==> config.mk <==
export PLATFORM = sky130hd
export DESIGN_NAME = rxmsg_fifo
export DESIGN_NICKNAME = d
export VERILOG_FILES = /design/src/rtl/rxf_pkg.sv /design/src/rtl/rxf_pack.sv /design/src/rtl/rxf_hdr_len.sv /design/src/rtl/rxf_ctrl.sv /design/src/rtl/rxmsg_fifo.sv
export SDC_FILE = /design/constraint.sdc
export NUM_CORES = 2
export LEC_CHECK = 0
export BUFFER_PORTS_ARGS = -buffer_cell sky130_fd_sc_hd__buf_2
export CORE_MARGIN = 1
export CORE_UTILIZATION = 65
export CTS_CLUSTER_DIAMETER = 150
export CTS_CLUSTER_SIZE = 14
export DETAILED_ROUTE_END_ITERATION = 10
export GPL_ROUTABILITY_DRIVEN = 0
export MAX_ROUTING_LAYER = met4
export PLACE_DENSITY_LB_ADDON = 0.3
export RECOVER_POWER = 25
export SLEW_MARGIN = 10
export SYNTH_ARGS = -nofsm -noshare
export SYNTH_HDL_FRONTEND = slang
export SYNTH_HIERARCHICAL = 1
export SYNTH_SLANG_ARGS = --single-unit
export TNS_END_PERCENT = 1
==> constraint.sdc <==
create_clock -name clk -period 8.59 [get_ports clk]
set_clock_uncertainty 0.05 [all_clocks]
set_input_delay 1.2885 -clock clk [delete_from_list [all_inputs] [get_ports clk]]
set_output_delay 1.2885 -clock clk [all_outputs]
set_load 0.05 [all_outputs]
==> src/rtl/rxf_pkg.sv <==
package rxf_pkg;
   typedef logic [7:0] byte_t;

   localparam int LEN_W    = 4;
   localparam int PACK_N   = 16;
   localparam int HDR_EXT  = 7;
   localparam int HDR_RTR  = 6;
   localparam int MAX_DATA = 8;

   // bytes a message occupies, from its format, RTR and DLC
   function automatic logic [LEN_W-1:0] frame_len(input logic ext, input logic rtr,
                                                  input logic [3:0] dlc);
      logic [LEN_W-1:0] nd;
      nd = rtr ? '0 : ((dlc > 4'(MAX_DATA)) ? 4'(MAX_DATA) : dlc);
      return (ext ? 4'd5 : 4'd3) + nd;
   endfunction
endpackage

==> src/rtl/rxf_pack.sv <==
module rxf_pack
   import rxf_pkg::*;
(
   input  logic              ext,
   input  logic              rtr,
   input  logic [3:0]        dlc,
   input  logic [28:0]       id,
   input  logic [63:0]       data,
   output byte_t             bytes [PACK_N],
   output logic [LEN_W-1:0]  len
);
   logic [LEN_W-1:0] nd;
   logic [LEN_W-1:0] base;

   always_comb begin
      len  = frame_len(ext, rtr, dlc);
      base = ext ? 4'd5 : 4'd3;
      nd   = len - base;
      for (int j = 0; j < PACK_N; j++) bytes[j] = '0;
      bytes[0] = {ext, rtr, 2'b00, dlc};
      if (ext) begin
         bytes[1] = id[28:21];
         bytes[2] = id[20:13];
         bytes[3] = id[12:5];
         bytes[4] = {id[4:0], 3'b000};
      end else begin
         bytes[1] = id[10:3];
         bytes[2] = {id[2:0], 5'b00000};
      end
      for (int j = 0; j < MAX_DATA; j++) begin
         if (4'(j) < nd) bytes[base + 4'(j)] = data[8*j +: 8];
      end
   end
endmodule

==> src/rtl/rxf_hdr_len.sv <==
module rxf_hdr_len
   import rxf_pkg::*;
(
   input  byte_t             hdr,
   output logic [LEN_W-1:0]  len
);
   assign len = frame_len(hdr[HDR_EXT], hdr[HDR_RTR], hdr[3:0]);
endmodule

==> src/rtl/rxf_ctrl.sv <==
module rxf_ctrl
   import rxf_pkg::*;
#(
   parameter int DEPTH = 64,
   parameter int AW    = $clog2(DEPTH),
   parameter int CNT_W = $clog2(DEPTH + 1),
   parameter int MSG_W = $clog2(DEPTH / 3 + 1)
) (
   input  logic              clk,
   input  logic              rst_n,
   input  logic              run_mode,
   input  logic              wr_valid,
   input  logic [LEN_W-1:0]  wr_len,
   input  logic              rel_req,
   input  logic [LEN_W-1:0]  rel_len,
   input  logic              clr_ovr,
   output logic              wr_accept,
   output logic [AW-1:0]     wr_ptr,
   output logic [AW-1:0]     rd_ptr,
   output logic [CNT_W-1:0]  byte_cnt,
   output logic [MSG_W-1:0]  msg_cnt,
   output logic              rx_pend,
   output logic              ovr_flag
);
   logic run_q;
   logic run_rise;
   logic active;
   logic fits;
   logic rel_do;
   logic ovr_evt;
   logic [CNT_W:0] need;

   assign run_rise  = run_mode & ~run_q;
   assign active    = run_mode & ~run_rise;
   assign need      = {1'b0, byte_cnt} + (CNT_W+1)'(wr_len);
   assign fits      = need <= (CNT_W+1)'(DEPTH);
   assign wr_accept = active & wr_valid & fits;
   assign ovr_evt   = active & wr_valid & ~fits;
   assign rel_do    = active & rel_req & (msg_cnt != '0);
   assign rx_pend   = msg_cnt != '0;

   always_ff @(posedge clk or negedge rst_n) begin
      if (!rst_n) begin
         run_q    <= 1'b0;
         wr_ptr   <= '0;
         rd_ptr   <= '0;
         byte_cnt <= '0;
         msg_cnt  <= '0;
      end else begin
         run_q <= run_mode;
         if (run_rise) begin
            wr_ptr   <= '0;
            rd_ptr   <= '0;
            byte_cnt <= '0;
            msg_cnt  <= '0;
         end else begin
            if (wr_accept) wr_ptr <= wr_ptr + AW'(wr_len);
            if (rel_do)    rd_ptr <= rd_ptr + AW'(rel_len);
            byte_cnt <= byte_cnt + (wr_accept ? CNT_W'(wr_len) : '0)
                                 - (rel_do ? CNT_W'(rel_len) : '0);
            msg_cnt  <= msg_cnt + MSG_W'(wr_accept) - MSG_W'(rel_do);
         end
      end
   end

   always_ff @(posedge clk or negedge rst_n) begin
      if (!rst_n)       ovr_flag <= 1'b0;
      else if (ovr_evt) ovr_flag <= 1'b1;
      else if (clr_ovr) ovr_flag <= 1'b0;
   end
endmodule

==> src/rtl/rxmsg_fifo.sv <==
module rxmsg_fifo
   import rxf_pkg::*;
#(
   parameter  int DEPTH   = 64,
   parameter  int WIN_LEN = 13,
   localparam int AW      = $clog2(DEPTH),
   localparam int CNT_W   = $clog2(DEPTH + 1),
   localparam int MSG_W   = $clog2(DEPTH / 3 + 1),
   localparam int OFF_W   = $clog2(WIN_LEN)
) (
   input  logic              clk,
   input  logic              rst_n,
   input  logic              run_mode,
   input  logic              wr_valid,
   input  logic              wr_ext,
   input  logic              wr_rtr,
   input  logic [3:0]        wr_dlc,
   input  logic [28:0]       wr_id,
   input  logic [63:0]       wr_data,
   input  logic              rel_req,
   input  logic              clr_ovr,
   input  logic [OFF_W-1:0]  rd_off,
   output logic [7:0]        rd_byte,
   output logic [CNT_W-1:0]  byte_cnt,
   output logic [MSG_W-1:0]  msg_cnt,
   output logic              rx_pend,
   output logic              ovr_flag
);
   if ((DEPTH & (DEPTH - 1)) != 0 || DEPTH < 16) begin : g_bad_depth
      $error("rxmsg_fifo: DEPTH must be a power of two of at least 16");
   end
   if (WIN_LEN < 13 || WIN_LEN > PACK_N) begin : g_bad_win
      $error("rxmsg_fifo: WIN_LEN must lie in 13..16");
   end

   byte_t             pk_bytes [PACK_N];
   logic [LEN_W-1:0]  pk_len;
   logic [LEN_W-1:0]  rel_len;
   logic              wr_accept;
   logic [AW-1:0]     wr_ptr;
   logic [AW-1:0]     rd_ptr;
   byte_t             mem [DEPTH];
   logic [AW-1:0]     ofs [DEPTH];
   logic [DEPTH-1:0]  wen;
   logic [AW-1:0]     rd_idx;

   rxf_pack u_pack (
      .ext   (wr_ext),
      .rtr   (wr_rtr),
      .dlc   (wr_dlc),
      .id    (wr_id),
      .data  (wr_data),
      .bytes (pk_bytes),
      .len   (pk_len)
   );

   rxf_hdr_len u_hlen (
      .hdr (mem[rd_ptr]),
      .len (rel_len)
   );

   rxf_ctrl #(.DEPTH(DEPTH)) u_ctrl (
      .clk       (clk),
      .rst_n     (rst_n),
      .run_mode  (run_mode),
      .wr_valid  (wr_valid),
      .wr_len    (pk_len),
      .rel_req   (rel_req),
      .rel_len   (rel_len),
      .clr_ovr   (clr_ovr),
      .wr_accept (wr_accept),
      .wr_ptr    (wr_ptr),
      .rd_ptr    (rd_ptr),
      .byte_cnt  (byte_cnt),
      .msg_cnt   (msg_cnt),
      .rx_pend   (rx_pend),
      .ovr_flag  (ovr_flag)
   );

   // per-cell distance from the write pointer selects the packed byte
   for (genvar i = 0; i < DEPTH; i++) begin : g_cell
      assign ofs[i] = AW'(i) - wr_ptr;
      assign wen[i] = wr_accept && (ofs[i] < AW'(pk_len));
   end

   always_ff @(posedge clk or negedge rst_n) begin
      if (!rst_n) begin
         for (int i = 0; i < DEPTH; i++) mem[i] <= '0;
      end else begin
         for (int i = 0; i < DEPTH; i++) begin
            if (wen[i]) mem[i] <= pk_bytes[ofs[i][LEN_W-1:0]];
         end
      end
   end

   assign rd_idx  = rd_ptr + AW'(rd_off);
   assign rd_byte = (int'(rd_off) < WIN_LEN) ? mem[rd_idx] : 8'h00;
endmodule

Word level (Yosys, flattened, before mapping)
Index checks and enable logic that the tools add are counted.
{ "totals": {"word_cells": 719, "input_bits": 109, "ff_bits": 538} }
{ "classes": {"n_addsub": 82, "n_bitwise": 84, "muxes": 249, "reduce_logical": 76, "magnitude_cmp": 158} }
{ "ops": {"columns": ["cell", "count"], "rows": [
  ["binary-select mux 8 bit (select 4 bit)", 64],
  ["two-way mux 8 bit", 141],
  ["bitwise mux 128 bit", 8],
  ["two-way mux 128 bit", 8],
  ["less-than comparator 6 x 4 -> 1 bit", 64],
  ["greater-or-equal comparator 5 bit (second input constant)", 72],
  ["NOT 4 -> 5 bit", 72],
  ["demux 8 bit (select 4 bit)", 8],
  ["subtractor 6 bit (first input constant)", 32],
  ["binary-select mux 8 bit (select 6 bit)", 2],
  ["subtractor 5 x 6 -> 6 bit (first input constant)", 16],
  ["logical AND 1 bit", 72],
  ["subtractor 4 x 6 -> 6 bit (first input constant)", 8],
  ["less-than comparator 5 x 1 -> 1 bit (second input constant)", 8],
  ["two-way mux 16 bit", 2],
  ["two-way mux 4 bit", 6],
  ["two-way mux 6 bit", 4],
  ["subtractor 3 x 6 -> 6 bit (first input constant)", 4],
  ["adder 6 x 4 -> 6 bit", 3],
  ["adder 4 x 3 -> 4 bit (second input constant)", 4],
  ["less-than comparator 3 x 4 -> 1 bit (first input constant)", 4],
  ["greater-or-equal comparator 7 bit (second input constant)", 2],
  ["NOT 6 -> 7 bit", 2],
  ["subtractor 1 x 6 -> 6 bit (first input constant)", 2],
  ["other kinds (23)", 41]
]} }

Depth between registers and ports, before layout
{ "depth": {"ltp_word": 25, "ltp_mapped": 26, "depth_no_buf": 25} }

By module
Netlist, hierarchy kept.
{ "by_module_without_submodules": {"columns": ["mod", "seq_area_each_um2", "n_inst", "cells_each", "area_each_um2"], "rows": [
  ["rxmsg_fifo", 12812.3, 1, 2741, 35042.4],
  ["rxf_pack", 0.0, 1, 324, 2037.0],
  ["rxf_ctrl", 650.6, 1, 214, 2021.9],
  ["rxf_hdr_len", 0.0, 1, 16, 137.6]
]} }

Least setup slack after synthesis
No wires, ideal clock.
{ "synth_path": {"path_type": "input-to-reg", "startpoint": "input port wr_ext", "endpoint": "register u_ctrl.byte_cnt[6]", "arrival_ps": 6311, "n_path_buf": 2, "t_required_ps": 8462, "stages": 23, "path_slack_ps": 2151, "path_cell_list": "clkbuf_1 -> inv_1 -> clkbuf_1 -> ha_1 -> a21o_1 -> a311oi_4 -> nor2_1 -> ha_1 -> nand3_1 -> o22ai_1 -> o21ai_0 -> o31a_1 -> nor3_4 -> nand2_1 -> fa_1 -> inv_1 -> ha_1 -> nor2b_1 -> o21ai_0 -> a21oi_1 -> o21a_1 -> or3_1 -> a21oi_1"} }
{ "synth_via": {"elab_chain_len": 9} }
{ "synth_rtl": {"columns": ["item", "line_no", "rtl"], "rows": [
  ["from (decl)", "rxmsg_fifo.sv:15", "input logic wr_ext,"],
  ["two-way mux 3 bit", "rxf_pkg.sv:15", "return (ext ? 4'd5 : 4'd3) + nd;"],
  ["adder 4 bit", "rxf_pkg.sv:15", null],
  ["net pk_len[3]", "rxmsg_fifo.sv:37", "logic [LEN_W-1:0] pk_len;"],
  ["adder 7 x 4 -> 8 bit", "rxf_ctrl.sv:35", "assign need = {1'b0, byte_cnt} + (CNT_W+1)'(wr_len);"],
  ["<= comparator 8 x 7 -> 1 bit", "rxf_ctrl.sv:36", "assign fits = need <= (CNT_W+1)'(DEPTH);"],
  ["bitwise AND 1 bit", "rxf_ctrl.sv:37", "assign wr_accept = active & wr_valid & fits;"],
  ["net wr_accept", "rxmsg_fifo.sv:39", "logic wr_accept;"],
  ["two-way mux 4 bit", "rxf_ctrl.sv:59", "byte_cnt <= byte_cnt + (wr_accept ? CNT_W'(wr_len) : '0)"],
  ["adder 7 bit", "rxf_ctrl.sv:59", null],
  ["subtractor 7 bit", "rxf_ctrl.sv:60", "- (rel_do ? CNT_W'(rel_len) : '0);"],
  ["two-way mux 7 bit", "rxf_ctrl.sv:51", "if (run_rise) begin"],
  ["to (signal assigned)", "rxf_ctrl.sv:59", null],
  ["to (decl)", "rxf_ctrl.sv:20", "output logic [CNT_W-1:0] byte_cnt,"]
]} }
The timed path passes the listed nets, and every way through them passes these cells.
A chain may end at the register's enable or synchronous reset.

Worst setup path in the final report
{ "layout_path": {"startpoint": "register u_ctrl.rd_ptr[1]", "endpoint": "output port rd_byte[5]"} }
{ "layout_via": {"elab_chain_len": 6} }
{ "layout_rtl": {"columns": ["item", "line_no", "rtl"], "rows": [
  ["from (decl)", "rxf_ctrl.sv:19", "output logic [AW-1:0] rd_ptr,"],
  ["from (signal assigned)", "rxf_ctrl.sv:58", "if (rel_do) rd_ptr <= rd_ptr + AW'(rel_len);"],
  ["adder 6 x 4 -> 6 bit", "rxmsg_fifo.sv:96", "assign rd_idx = rd_ptr + AW'(rd_off);"],
  ["NOT 6 -> 7 bit (not written as such)", "rxmsg_fifo.sv:97", "assign rd_byte = (int'(rd_off) < WIN_LEN) ? mem[rd_idx] : 8'h00;"],
  ["binary-select mux 8 bit (select 6 bit)", "rxmsg_fifo.sv:97", null],
  ["two-way mux 8 bit (not written as such) (2 in a row)", "rxmsg_fifo.sv:97", null],
  ["two-way mux 8 bit", "rxmsg_fifo.sv:97", null],
  ["to (decl)", "rxmsg_fifo.sv:23", "output logic [7:0] rd_byte,"]
]} }
Every way passes these cells. The select of a mux whose other input is x is not followed.

==> results_dict.tcl <==
set metrics [dict create \
    post_route_cells_drive_above_1_share_pct 29.3 \
    routed_via_density 7.64 \
    final_cell_area_um2 40800 \
    setup.reg_to_reg.worst_slack_ns 1.69 \
    clock-root-buffer "clkbuf_16" \
    ctsHtreeMaxLevel 2 \
    resized_cells_post_cts 0 \
    holdWs_ns 0.436 \
    dp.final_hpwl_mm 103 \
    wire_length_of_the_first_global_routing_pass_mm 204 \
    nets 3468 \
    std_cell_rows 88 \
    timing.critical_path.required_ns 7.25 \
    critical_path_arrival_ns 6.69 \
    port_buffers 130 \
    dieArea_um2 59900 \
    fin_crit_ns 8.03 \
    max_slew.worst_pin.slew_ns 5.64 \
    failing_checks "design-rule violations, max-capacitance violations, max-slew violations" \
    core_region_area_um2 57900 \
    cts.clk_slew.worst_paths_ns 0.07 \
    critical_path.max_fanout 58 \
    slew_headroom_pct -276 \
    final_layout_setup_total_negative_slack_ns 0 \
    maxCapViolations 3 \
    outcome "finished, violations left" \
    synthesis.instances 3241 \
    cts_tree "done" \
    drt_pre_antenna_iters 11 \
    place_area_um2 39500 \
    synthesis.yosys.warnings 6 \
    crit_buf_inv 3 \
    postCtsHoldBufs 0 \
    grt_util_all_layers_pct 48.9 \
    final-max-slew-violation-count 101 \
    start_util_pct 66.1 \
    post_detailed_route_count_of_antenna_violating_nets 0 \
    cp_top_family "adder cells" \
    setup_viol 0 \
    hold_path.class "reg -> reg" \
    cp-start-kind "flop" \
    worst_setup_path_end_kind "output pin" \
    worstPathCellList "inv_1 -> fa_4 -> buf_4 -> mux4_2 -> mux2i_1 -> o22ai_1 -> a211oi_1 -> nand2_1 -> buf_2" \
    finalWorstSetupSlack_ns 0.559 \
    slowest_stage "fa_4" \
    period_share_pct 93.5 \
    fmax_ghz 0.125 \
    io_pins 131 \
    cts_setup_buffers 0 \
    syn2layout_area_growth_pct 6.46 \
    antenna_found_initial 22 \
    via_count 31000 \
    route.detailed.drc 3 \
    dpl_worst_slack_ns 1.03 \
    grt_pass1_vias 30200 \
    drt-total-wl_mm 140 \
    clk_latency_ns 0.62 \
    synthesis.area_um2 38300 \
    pin_count_of_the_biggest_net_entering_global_routing 144 \
    rsz_0062_raised_after_global_routing "false" \
    clk_path_buf_depth 3 \
    report.final.hold_viol_count 0 \
    avgRoutedWirePerCell_um 34.4 \
    die-height_um 245 \
    detail_route.iter0.violations 5545 \
    setup.worst_path.class "reg -> out" \
    cts_buffers 44 \
    cts_num_sinks 538 \
    remaining_overflow_grt 0 \
    fp.dieW_um 245 \
    crit_path_max_incr_delay_ns 1.46 \
    syn_avg_cell_area_um2 11.8 \
]
[cells in the final DEF (no fill, tap or decap), types with 41 or more instances in the layout]
master       n
nand2_1    424
mux4_2     396
buf_2      127
o21ai_0    201
dfrtp_1    532
mux2_2     269
xnor2_1     42
mux2i_1    310
nor2_1      41
ha_1        80
clkbuf_16   44
inv_1      215
nand3_1     55
a21oi_1     69
buf_4       58
and2_1      43
[routing by layer]
metal | routed length (um) | part of all wire [%] | GRT usage (%) | vias up
met5 | 0 | 0 | - | -
met4 | 12700 | 9.1 | 31.1 | 0
met3 | 23800 | 17 | 22.4 | 820
met2 | 58200 | 42 | 67.3 | 3045
met1 | 44900 | 32 | 58.1 | 15200
li1 | - | - | - | 12000
[metrics by stage]
step	cells	util, %
after floorplan	3266	-
after global placement	3985	68.2
after detailed placement	3985	68.2
after CTS	4037	70.2
after global routing	4058	70.3
final	4062	70.4
[tightest hold or removal path: cells and delay by family (launching register included)]
kind,cells,cell delay (ns)
AO/OA/AOI/OAI,1,0.06
AND/OR/NAND/NOR,1,0.05
flip-flops,1,0.34
[area by class of cell]
cell class	instances	area (um2)
antenna	25	62.6
sequential	538	13500
clock buffer	48	1120
fill	4036	17200
tap	765	957
clock inverter	4	75.1
multi-input combinational	2270	23100
timing repair buffer	191	1160
inverter	221	830
[state kept, by name, summed over array words and instances, names as in the netlist]
| register | cells |
|---|---|
| mem | 512 |
| u_ctrl/byte_cnt | 7 |
| u_ctrl/msg_cnt | 5 |
| u_ctrl/ovr_flag | 1 |
| u_ctrl/rd_ptr | 6 |
| u_ctrl/run_q | 1 |
| u_ctrl/wr_ptr | 6 |
[worst paths after layout]
| check | from | endpoint | depth (start not counted) |
|---|---|---|---|
| hold reg to reg | mem[292]$_DFFE_PN0P_ | mem[292]$_DFFE_PN0P_ | 2 |
| min in group asynchronous | rst_n | mem[372]$_DFFE_PN0P_ | 1 |
| max in group asynchronous | rst_n | u_ctrl/rd_ptr[0]$_DFFE_PN0P_ | 1 |
| setup / recovery | u_ctrl/rd_ptr[1]$_DFFE_PN0P_ | rd_byte[5] | 9 |
| hold / removal | mem[292]$_DFFE_PN0P_ | mem[292]$_DFFE_PN0P_ | 2 |
| setup reg to reg | u_ctrl/rd_ptr[0]$_DFFE_PN0P_ | u_ctrl/byte_cnt[6]$_DFF_PN0_ | 17 |
Power is left out: the tool's default activity adds up to more than one toggle a clock period on the data nets, which glitch-free logic cannot reach.
